$ cat src/rtl/xc_pkg.sv
package xc_pkg;

  // Byte-engine command encoding
  typedef enum logic [1:0] {
    OP_WRITE = 2'd0,
    OP_READ  = 2'd1,
    OP_STOP  = 2'd2
  } xc_op_e;

  typedef enum logic [3:0] {
    S_IDLE,
    S_HEAD,    // START + first address byte
    S_OFS,     // register offset byte (normal mode)
    S_RADR,    // repeated START + read address (normal read)
    S_RD,      // fetch one data byte
    S_RDOUT,   // present byte on read stream
    S_WFETCH,  // take one byte from write stream
    S_WD,      // send write data byte
    S_POLL,    // completion poll START
    S_DRAIN,   // read and discard after poll acknowledged
    S_STOP,    // STOP condition
    S_BUFW,    // bus-free wait
    S_FIN      // completion pulse
  } xc_state_e;

endpackage

$ cat src/rtl/xc_buf_timer.sv
module xc_buf_timer #(
  parameter int BUF_CYC = 12000
) (
  input  logic clk,
  input  logic rst_n,
  input  logic run,
  output logic expired
);
  localparam int W = (BUF_CYC > 1) ? $clog2(BUF_CYC + 1) : 1;

  logic [W-1:0] cnt_q;

  assign expired = (cnt_q == W'(BUF_CYC - 1));

  always_ff @(posedge clk) begin
    if (!rst_n)          cnt_q <= '0;
    else if (!run)       cnt_q <= '0;
    else if (!expired)   cnt_q <= cnt_q + 1'b1;
  end
endmodule

$ cat src/rtl/xc_xfer_count.sv
module xc_xfer_count #(
  parameter int LEN_W = 8,
  parameter int CHUNK = 4
) (
  input  logic             clk,
  input  logic             rst_n,
  input  logic             load,
  input  logic [LEN_W-1:0] len_in,
  input  logic [7:0]       ofs_in,
  input  logic             step,
  output logic             rem_last,
  output logic             rem_zero,
  output logic             chunk_end,
  output logic [7:0]       ofs
);
  logic [LEN_W-1:0] rem_q;
  logic [7:0]       ofs_q;
  logic             at_edge;

  assign rem_last  = (rem_q == LEN_W'(1));
  assign rem_zero  = (rem_q == '0);
  assign chunk_end = at_edge || rem_last;
  assign ofs       = ofs_q;

  always_ff @(posedge clk) begin
    if (!rst_n) begin
      rem_q <= '0;
      ofs_q <= '0;
    end else if (load) begin
      rem_q <= len_in;
      ofs_q <= ofs_in;
    end else if (step) begin
      rem_q <= rem_q - 1'b1;
      ofs_q <= ofs_q + 8'd1;
    end
  end

  generate
    if (CHUNK > 1) begin : g_multi
      localparam int CW = $clog2(CHUNK);
      logic [CW-1:0] pos_q;
      assign at_edge = (pos_q == CW'(CHUNK - 1));
      always_ff @(posedge clk) begin
        if (!rst_n || load)  pos_q <= '0;
        else if (step)       pos_q <= chunk_end ? '0 : pos_q + 1'b1;
      end
    end else begin : g_single
      assign at_edge = 1'b1;
    end
  endgenerate
endmodule

$ cat src/rtl/xc_poll_budget.sv
module xc_poll_budget #(
  parameter int POLL_MAX = 8
) (
  input  logic clk,
  input  logic rst_n,
  input  logic load,
  input  logic dec,
  output logic last
);
  localparam int PW = $clog2(POLL_MAX + 1);

  logic [PW-1:0] left_q;

  assign last = (left_q <= PW'(1));

  always_ff @(posedge clk) begin
    if (!rst_n)     left_q <= '0;
    else if (load)  left_q <= PW'(POLL_MAX);
    else if (dec && left_q != '0) left_q <= left_q - 1'b1;
  end
endmodule

$ cat src/rtl/eeprom_xact_ctrl.sv
module eeprom_xact_ctrl
  import xc_pkg::*;
#(
  parameter int LEN_W    = 8,
  parameter int CHUNK    = 4,
  parameter int POLL_MAX = 8,
  parameter int BUF_CYC  = 12000
) (
  input  logic             clk,
  input  logic             rst_n,
  input  logic             req_valid,
  output logic             req_ready,
  input  logic             req_write,
  input  logic             req_legacy,
  input  logic [6:0]       req_dev,
  input  logic [7:0]       req_offset,
  input  logic [LEN_W-1:0] req_len,
  input  logic             wd_valid,
  output logic             wd_ready,
  input  logic [7:0]       wd_data,
  output logic             rd_valid,
  input  logic             rd_ready,
  output logic [7:0]       rd_data,
  output logic             done,
  output logic             err,
  output logic             cmd_valid,
  input  logic             cmd_ready,
  output logic [1:0]       cmd_op,
  output logic             cmd_start,
  output logic             cmd_nack,
  output logic [7:0]       cmd_byte,
  input  logic             rsp_valid,
  input  logic             rsp_nack,
  input  logic [7:0]       rsp_byte
);
  xc_state_e st_q, after_q;
  logic      pend_q, fail_q;
  logic      wr_q, leg_q;
  logic [6:0] dev_q;
  logic [7:0] rbuf_q, wbuf_q;

  logic rem_last, rem_zero, chunk_end, poll_last, buf_done;
  logic [7:0] ofs;
  logic issue_st, got, got_ack, got_nack, accept, step;
  xc_op_e op_c;

  assign issue_st = (st_q == S_HEAD) || (st_q == S_OFS) || (st_q == S_RADR) ||
                    (st_q == S_RD)   || (st_q == S_WD)  || (st_q == S_POLL) ||
                    (st_q == S_DRAIN) || (st_q == S_STOP);
  assign cmd_valid = issue_st && !pend_q;
  assign got       = rsp_valid && pend_q;
  assign got_ack   = got && !rsp_nack;
  assign got_nack  = got && rsp_nack;
  assign accept    = (st_q == S_IDLE) && req_valid;
  assign step      = ((st_q == S_WD) && got_ack) || ((st_q == S_RDOUT) && rd_ready);

  assign req_ready = (st_q == S_IDLE);
  assign wd_ready  = (st_q == S_WFETCH);
  assign rd_valid  = (st_q == S_RDOUT);
  assign rd_data   = rbuf_q;
  assign done      = (st_q == S_FIN);
  assign err       = done && fail_q;
  assign cmd_op    = op_c;

  // Command fields per state
  always_comb begin
    op_c      = OP_WRITE;
    cmd_start = 1'b0;
    cmd_nack  = 1'b0;
    cmd_byte  = 8'h00;
    case (st_q)
      S_HEAD: begin
        cmd_start = 1'b1;
        cmd_byte  = leg_q ? {ofs[6:0], ~wr_q} : {dev_q, 1'b0};
      end
      S_OFS:   cmd_byte = ofs;
      S_RADR, S_POLL: begin
        cmd_start = 1'b1;
        cmd_byte  = {dev_q, 1'b1};
      end
      S_RD: begin
        op_c     = OP_READ;
        cmd_nack = rem_last;
      end
      S_DRAIN: begin
        op_c     = OP_READ;
        cmd_nack = 1'b1;
      end
      S_WD:    cmd_byte = wbuf_q;
      S_STOP:  op_c = OP_STOP;
      default: ;
    endcase
  end

  always_ff @(posedge clk) begin
    if (!rst_n) begin
      st_q    <= S_IDLE;
      after_q <= S_IDLE;
      pend_q  <= 1'b0;
      fail_q  <= 1'b0;
      wr_q    <= 1'b0;
      leg_q   <= 1'b0;
      dev_q   <= '0;
      rbuf_q  <= '0;
      wbuf_q  <= '0;
    end else begin
      if (cmd_valid && cmd_ready) pend_q <= 1'b1;
      else if (rsp_valid)         pend_q <= 1'b0;

      case (st_q)
        S_IDLE: if (accept) begin
          wr_q   <= req_write;
          leg_q  <= req_legacy;
          dev_q  <= req_dev;
          fail_q <= 1'b0;
          st_q   <= (req_len == '0) ? S_FIN : S_HEAD;
        end
        S_HEAD: if (got_nack) begin
          fail_q <= 1'b1; after_q <= S_FIN; st_q <= S_STOP;
        end else if (got_ack) begin
          if (!leg_q)     st_q <= S_OFS;
          else if (wr_q)  st_q <= S_WFETCH;
          else            st_q <= S_RD;
        end
        S_OFS: if (got_nack) begin
          fail_q <= 1'b1; after_q <= S_FIN; st_q <= S_STOP;
        end else if (got_ack) begin
          if (wr_q) st_q <= S_WFETCH;
          else begin
            after_q <= S_RADR; st_q <= S_BUFW;
          end
        end
        S_RADR: if (got_nack) begin
          fail_q <= 1'b1; after_q <= S_FIN; st_q <= S_STOP;
        end else if (got_ack) st_q <= S_RD;
        S_RD: if (got) begin
          rbuf_q <= rsp_byte;
          st_q   <= S_RDOUT;
        end
        S_RDOUT: if (rd_ready) begin
          if (rem_last) begin
            after_q <= S_FIN; st_q <= S_STOP;
          end else st_q <= S_RD;
        end
        S_WFETCH: if (wd_valid) begin
          wbuf_q <= wd_data;
          st_q   <= S_WD;
        end
        S_WD: if (got_nack) begin
          fail_q <= 1'b1; after_q <= S_FIN; st_q <= S_STOP;
        end else if (got_ack) begin
          if (chunk_end) begin
            after_q <= S_POLL; st_q <= S_STOP;
          end else st_q <= S_WFETCH;
        end
        S_POLL: if (got_ack) st_q <= S_DRAIN;
        else if (got_nack) begin
          if (poll_last) begin
            fail_q <= 1'b1; after_q <= S_FIN;
          end else after_q <= S_POLL;
          st_q <= S_STOP;
        end
        S_DRAIN: if (got) begin
          after_q <= rem_zero ? S_FIN : S_HEAD;
          st_q    <= S_STOP;
        end
        S_STOP:  if (got) st_q <= S_BUFW;
        S_BUFW:  if (buf_done) st_q <= after_q;
        S_FIN:   st_q <= S_IDLE;
        default: st_q <= S_IDLE;
      endcase
    end
  end

  xc_xfer_count #(.LEN_W(LEN_W), .CHUNK(CHUNK)) u_count (
    .clk       (clk),
    .rst_n     (rst_n),
    .load      (accept),
    .len_in    (req_len),
    .ofs_in    (req_offset),
    .step      (step),
    .rem_last  (rem_last),
    .rem_zero  (rem_zero),
    .chunk_end (chunk_end),
    .ofs       (ofs)
  );

  xc_poll_budget #(.POLL_MAX(POLL_MAX)) u_poll (
    .clk   (clk),
    .rst_n (rst_n),
    .load  ((st_q == S_WD) && got_ack && chunk_end),
    .dec   ((st_q == S_POLL) && got_nack),
    .last  (poll_last)
  );

  xc_buf_timer #(.BUF_CYC(BUF_CYC)) u_buf (
    .clk     (clk),
    .rst_n   (rst_n),
    .run     (st_q == S_BUFW),
    .expired (buf_done)
  );
endmodule

$ cat config.mk
export PLATFORM = sky130hd
export DESIGN_NAME = eeprom_xact_ctrl
export DESIGN_NICKNAME = d
export VERILOG_FILES = /design/src/rtl/xc_pkg.sv /design/src/rtl/xc_buf_timer.sv /design/src/rtl/xc_xfer_count.sv /design/src/rtl/xc_poll_budget.sv /design/src/rtl/eeprom_xact_ctrl.sv
export SDC_FILE = /design/constraint.sdc
export NUM_CORES = 1
export LEC_CHECK = 0
export ABC_AREA = 0
export BUFFER_PORTS_ARGS = -buffer_cell sky130_fd_sc_hd__buf_4
export CAP_MARGIN = 15
export CORE_MARGIN = 8
export CORE_UTILIZATION = 35
export CTS_CLUSTER_DIAMETER = 30
export DETAILED_ROUTE_END_ITERATION = 8
export HOLD_SLACK_MARGIN = 0.1
export SLEW_MARGIN = 20
export SYNTH_ARGS = -nofsm -noshare
export SYNTH_HDL_FRONTEND = slang
export SYNTH_SLANG_ARGS = --single-unit
$ cat constraint.sdc
create_clock -name clk -period 2 [get_ports clk]
set_input_delay 0.2 -clock clk [delete_from_list [all_inputs] [get_ports clk]]
set_output_delay 0.2 -clock clk [all_outputs]
set_load 0.02 [all_outputs]
==> impl_metrics.prom <==
# TYPE chip_impl_metric gauge
chip_impl_metric{name="post_route_cells_drive_above_1_share",unit="%"} 29.9
chip_impl_metric{name="die_height",unit="um"} 125
chip_impl_metric{name="routabilityCongestion",unit=""} 0.906
chip_impl_metric{name="via_count_of_the_first_global_routing_pass",unit=""} 4048
chip_impl_metric{name="netlist_area",unit="um2"} 4120
chip_impl_metric{name="cts.clk_slew.worst_paths",unit="ns"} 0.06
chip_impl_metric{name="synthDistinctLibCells",unit=""} 67
chip_impl_info{name="timing.setup.critical_path_class",value="reg -> out"} 1
chip_impl_metric{name="clock_path_buffers",unit=""} 2
chip_impl_metric{name="clkLatencyLatePin",unit="ns"} 0.34
chip_impl_metric{name="slew_headroom",unit="%"} 68.7
chip_impl_metric{name="io_buffer_count",unit=""} 74
chip_impl_metric{name="fin_skew",unit="ns"} 0.00859
chip_impl_metric{name="timing_max_transition_violations_final",unit=""} 0
chip_impl_info{name="outcome",value="complete, but fails checks"} 1
chip_impl_metric{name="synth-edff-count",unit=""} 0
chip_impl_metric{name="drv.max_cap_violation_count",unit=""} 0
chip_impl_metric{name="drc_violations_left",unit=""} 0
chip_impl_metric{name="wire_length_of_the_first_global_routing_pass",unit="mm"} 21.2
chip_impl_metric{name="wl_per_cell",unit="um"} 17.0
chip_impl_metric{name="groute.usage.overall",unit="%"} 16.5
chip_impl_metric{name="vdd.ir_drop.worst",unit="mV"} 1.03
chip_impl_metric{name="fillerInstances",unit=""} 1112
chip_impl_metric{name="num-nets-final",unit=""} 675
chip_impl_metric{name="clock_power_share",unit="%"} 25.3
chip_impl_metric{name="power.switching",unit="mW"} 2.50
chip_impl_metric{name="final_hold_viol_count",unit=""} 0
chip_impl_info{name="crit_path_start",value="st_q[1]$_SDFFE_PN0P_"} 1
chip_impl_info{name="hold_path_class",value="in -> reg"} 1
chip_impl_metric{name="area_delta_synth_final",unit="%"} 38.0
chip_impl_metric{name="syn-num-nets",unit=""} 563
chip_impl_metric{name="power.density",unit="nW/um2"} 1180
chip_impl_info{name="violations",value="negative setup slack"} 1
chip_impl_info{name="hold_path.startpoint",value="req_dev[6]"} 1
chip_impl_metric{name="die_w",unit="um"} 125
chip_impl_info{name="clock_tree_from_tritoncts",value="built"} 1
chip_impl_info{name="timing.critical_path.slowest_stage_cell",value="or3b_4"} 1
chip_impl_info{name="crit_path_launch_type",value="register"} 1
chip_impl_metric{name="finalSetupViolCount",unit=""} 1
chip_impl_metric{name="numClockSinks",unit=""} 71
chip_impl_metric{name="achievable-frequency",unit="GHz"} 0.497
chip_impl_metric{name="num_rows",unit=""} 39
chip_impl_metric{name="htree_num_levels",unit=""} 3
chip_impl_info{name="cts_root_buffer",value="clkbuf_16"} 1
chip_impl_metric{name="via_per_inst",unit=""} 5.39
chip_impl_metric{name="worst-endpoint-arrival",unit="ns"} 1.81
chip_impl_metric{name="cp_data_required_time",unit="ns"} 1.80
chip_impl_metric{name="drtAntennaViolNets",unit=""} 0
chip_impl_metric{name="dieArea",unit="um2"} 15500
chip_impl_metric{name="timing.critical_path.fanout_max",unit=""} 7
chip_impl_metric{name="postRouteWirelength",unit="mm"} 13.0
chip_impl_info{name="crit_path_end_kind",value="primary output"} 1
chip_impl_metric{name="post-route-worst-setup-slack",unit="ns"} -0.0117
chip_impl_metric{name="dp_worst_setup_slack",unit="ns"} 0.106
chip_impl_info{name="grt_setup_unrepaired",value="true"} 1
chip_impl_metric{name="drtIter0Drc",unit=""} 264
chip_impl_metric{name="synth_area_per_cell",unit="um2"} 8.16
chip_impl_metric{name="synth.yosys.seq_area_share",unit="%"} 34.5
chip_impl_metric{name="seq_power_share",unit="%"} 27.9
chip_impl_metric{name="cellInternalPower",unit="mW"} 4.22
chip_impl_metric{name="worstMarginPinSlew",unit="ns"} 0.468
chip_impl_metric{name="floorplan.core_area",unit="um2"} 11500
chip_impl_info{name="yosys_most_used_dff",value="dfxtp_1"} 1
chip_impl_metric{name="static-leakage-power",unit="nW"} 2.29
chip_impl_metric{name="synthArstFlopShare",unit="%"} 0
chip_impl_metric{name="switching_fraction",unit="%"} 37.2
chip_impl_metric{name="period_needed",unit="ns"} 2.01
chip_impl_info{name="worst_r2r_startpoint",value="st_q[1]$_SDFFE_PN0P_"} 1
chip_impl_metric{name="cts_buffers",unit=""} 9
chip_impl_metric{name="synth_seq_cells",unit=""} 71
chip_impl_info{name="worstPathCellList",value="buf_12, or3b_4, o21ai_2, buf_6, nand3_2, o211ai_1, buf_4"} 1
chip_impl_metric{name="hold_slack",unit="ns"} 0.111
chip_impl_metric{name="delay_contributed_by_the_slowest_stage_of_the_critical_path",unit="ns"} 0.39
chip_impl_metric{name="dp.final_hpwl",unit="mm"} 9.53
chip_impl_metric{name="worst-r2r-setup-slack",unit="ns"} 0.11
chip_impl_metric{name="power_frac_comb",unit="%"} 46.8
chip_impl_metric{name="drt_first_pass_iters",unit=""} 5
chip_impl_metric{name="globalRoute.totalOverflow",unit=""} 0
chip_impl_metric{name="via_total_after_detailed_routing",unit=""} 4125
chip_impl_metric{name="initial_core_util",unit="%"} 35.9
chip_impl_metric{name="ioPinCount",unit=""} 75
chip_impl_metric{name="initial_antenna_violation_count",unit=""} 0
chip_impl_metric{name="layout_worst_path_cycle_share",unit="%"} 101
chip_impl_metric{name="pin_count_of_the_biggest_net_entering_global_routing",unit=""} 39
chip_impl_metric{name="synthesis.instances",unit=""} 505
chip_impl_metric{name="ys.warnings.count",unit=""} 0
chip_impl_metric{name="insertedDiodeCount",unit=""} 0
## state kept, by name, summed over array words and instances (netlist names)
register / cells
u_buf.cnt_q: 14
u_count.ofs: 8
st_q: 4
wr_q: 1
rd_data: 8
leg_q: 1
pend_q: 1
u_poll.left_q: 4
after_q: 4
wbuf_q: 8
u_count.g_multi.pos_q: 2
u_count.rem_q: 8
fail_q: 1
dev_q: 7
## power groups by stage
stage	registers, mW	logic [mW]	clock network [mW]
after CTS	1.85	2.90	1.74
final	1.87	3.15	1.70
after global routing	1.90	3.41	1.80
after global placement	1.86	2.59	0
after detailed placement	1.87	2.61	0
after floorplan	1.78	1.67	0
## cells by family after synthesis
| logic type | synth area share (%) |
|---|---|
| AND/OR/NAND/NOR | 30.5 |
| AO/OA/AOI/OAI | 19.8 |
| flip-flops | 34.5 |
| buffers and inverters | 4.28 |
| multiplexers | 5.37 |
| XOR/XNOR | 2.76 |
| adder cells (fa/ha/maj) | 2.73 |
## layout by cell type, fill, tap and decap left out, types with 6 or more instances in the layout
| cell type | netlist | layout |
|---|---|---|
| buf_4 | 1 | 114 |
| nand2_1 | 69 | 68 |
| dfxtp_1 | 71 | 66 |
| nor2_1 | 41 | 39 |
| nor2b_1 | 25 | 23 |
| mux2i_1 | 21 | 21 |
| nand3_1 | 26 | 20 |
| o21ai_0 | 19 | 18 |
| a21boi_1 | 18 | 17 |
| a21oi_1 | 18 | 16 |
| nor3_1 | 13 | 12 |
| xor2_1 | 10 | 10 |
| clkbuf_16 | 0 | 10 |
| inv_1 | 9 | 9 |
| ha_1 | 9 | 9 |
| and3_1 | 10 | 8 |
| nand2b_1 | 8 | 7 |
| a22oi_1 | 7 | 7 |
| buf_6 | 1 | 7 |
| a32oi_1 | 6 | 6 |
| nand4_1 | 6 | 6 |
| nand3_2 | 0 | 6 |
## stage by stage
| stage | setup TNS (ns) | cell area, um2 | std cells | total power [mW] | util (%) |
|---|---|---|---|---|---|
| after floorplan | 0 | 4120 | 505 | 3.45 | - |
| after global placement | 0 | 5010 | 729 | 4.46 | 43.7 |
| after detailed placement | 0 | 5010 | 729 | 4.48 | 43.7 |
| after CTS | -0.0218 | 5530 | 759 | 6.48 | 48.2 |
| after global routing | -0.319 | 5690 | 765 | 7.11 | 49.6 |
| final | -0.0117 | 5690 | 765 | 6.72 | 49.6 |
## synthesized netlist by cell type (12+ instances only)
cell type | number | area, um2
a21boi_1 | 18 | 135
a21oi_1 | 18 | 90.1
buf_2 | 15 | 75.1
clkbuf_1 | 12 | 45.0
dfxtp_1 | 71 | 1420
mux2i_1 | 21 | 210
nand2_1 | 69 | 259
nand3_1 | 26 | 130
nor2_1 | 41 | 154
nor2b_1 | 25 | 156
nor3_1 | 13 | 65.1
o21ai_0 | 19 | 95.1
## final cells by class
| type | count | area [um2] | area share [%] |
|---|---|---|---|
| multi-input combinational | 395 | 2630 | 46.2 |
| clock buffer | 12 | 267 | 4.69 |
| tap | 143 | 179 | 3.15 |
| timing repair buffer | 130 | 1090 | 19.1 |
| clock inverter | 4 | 51.3 | 0.902 |
| sequential | 71 | 1440 | 25.3 |
| inverter | 10 | 37.5 | 0.660 |
## worst paths after layout
check,end,cells past startpoint
worst max-delay path,cmd_byte[5],7
worst min-delay path,dev_q[6]$_SDFFE_PN0P_,3
worst max register to register,u_count.rem_q[3]$_SDFFE_PN0P_,8
worst min register to register,dev_q[5]$_SDFFE_PN0P_,2
## timing repair
action                     in CTS  in global routing
setup buffers                   9                  5
gates cloned                    1                  1
hold endpoints to repair        4                  0
gates resized for setup        20                 24
pin swaps                       3                 12
setup endpoints to repair      11                 16
hold buffers                    4                  0
## worst max-delay path, delay by kind of cell (launching register included)
family | cells | cell delay, ns
AO/OA/AOI/OAI | 2 | 0.21
buffers and inverters | 3 | 0.47
flip-flops | 1 | 0.35
AND/OR/NAND/NOR | 2 | 0.45
## routing by layer
layer	wire length, um	track usage [%]	vias up
met1	5870	20.4	1926
met3	883	5.62	10
li1	-	-	2046
met4	139	4.04	0
met2	6140	26.7	143
met5	0	0	-
Power figures use the tool's default switching activity.
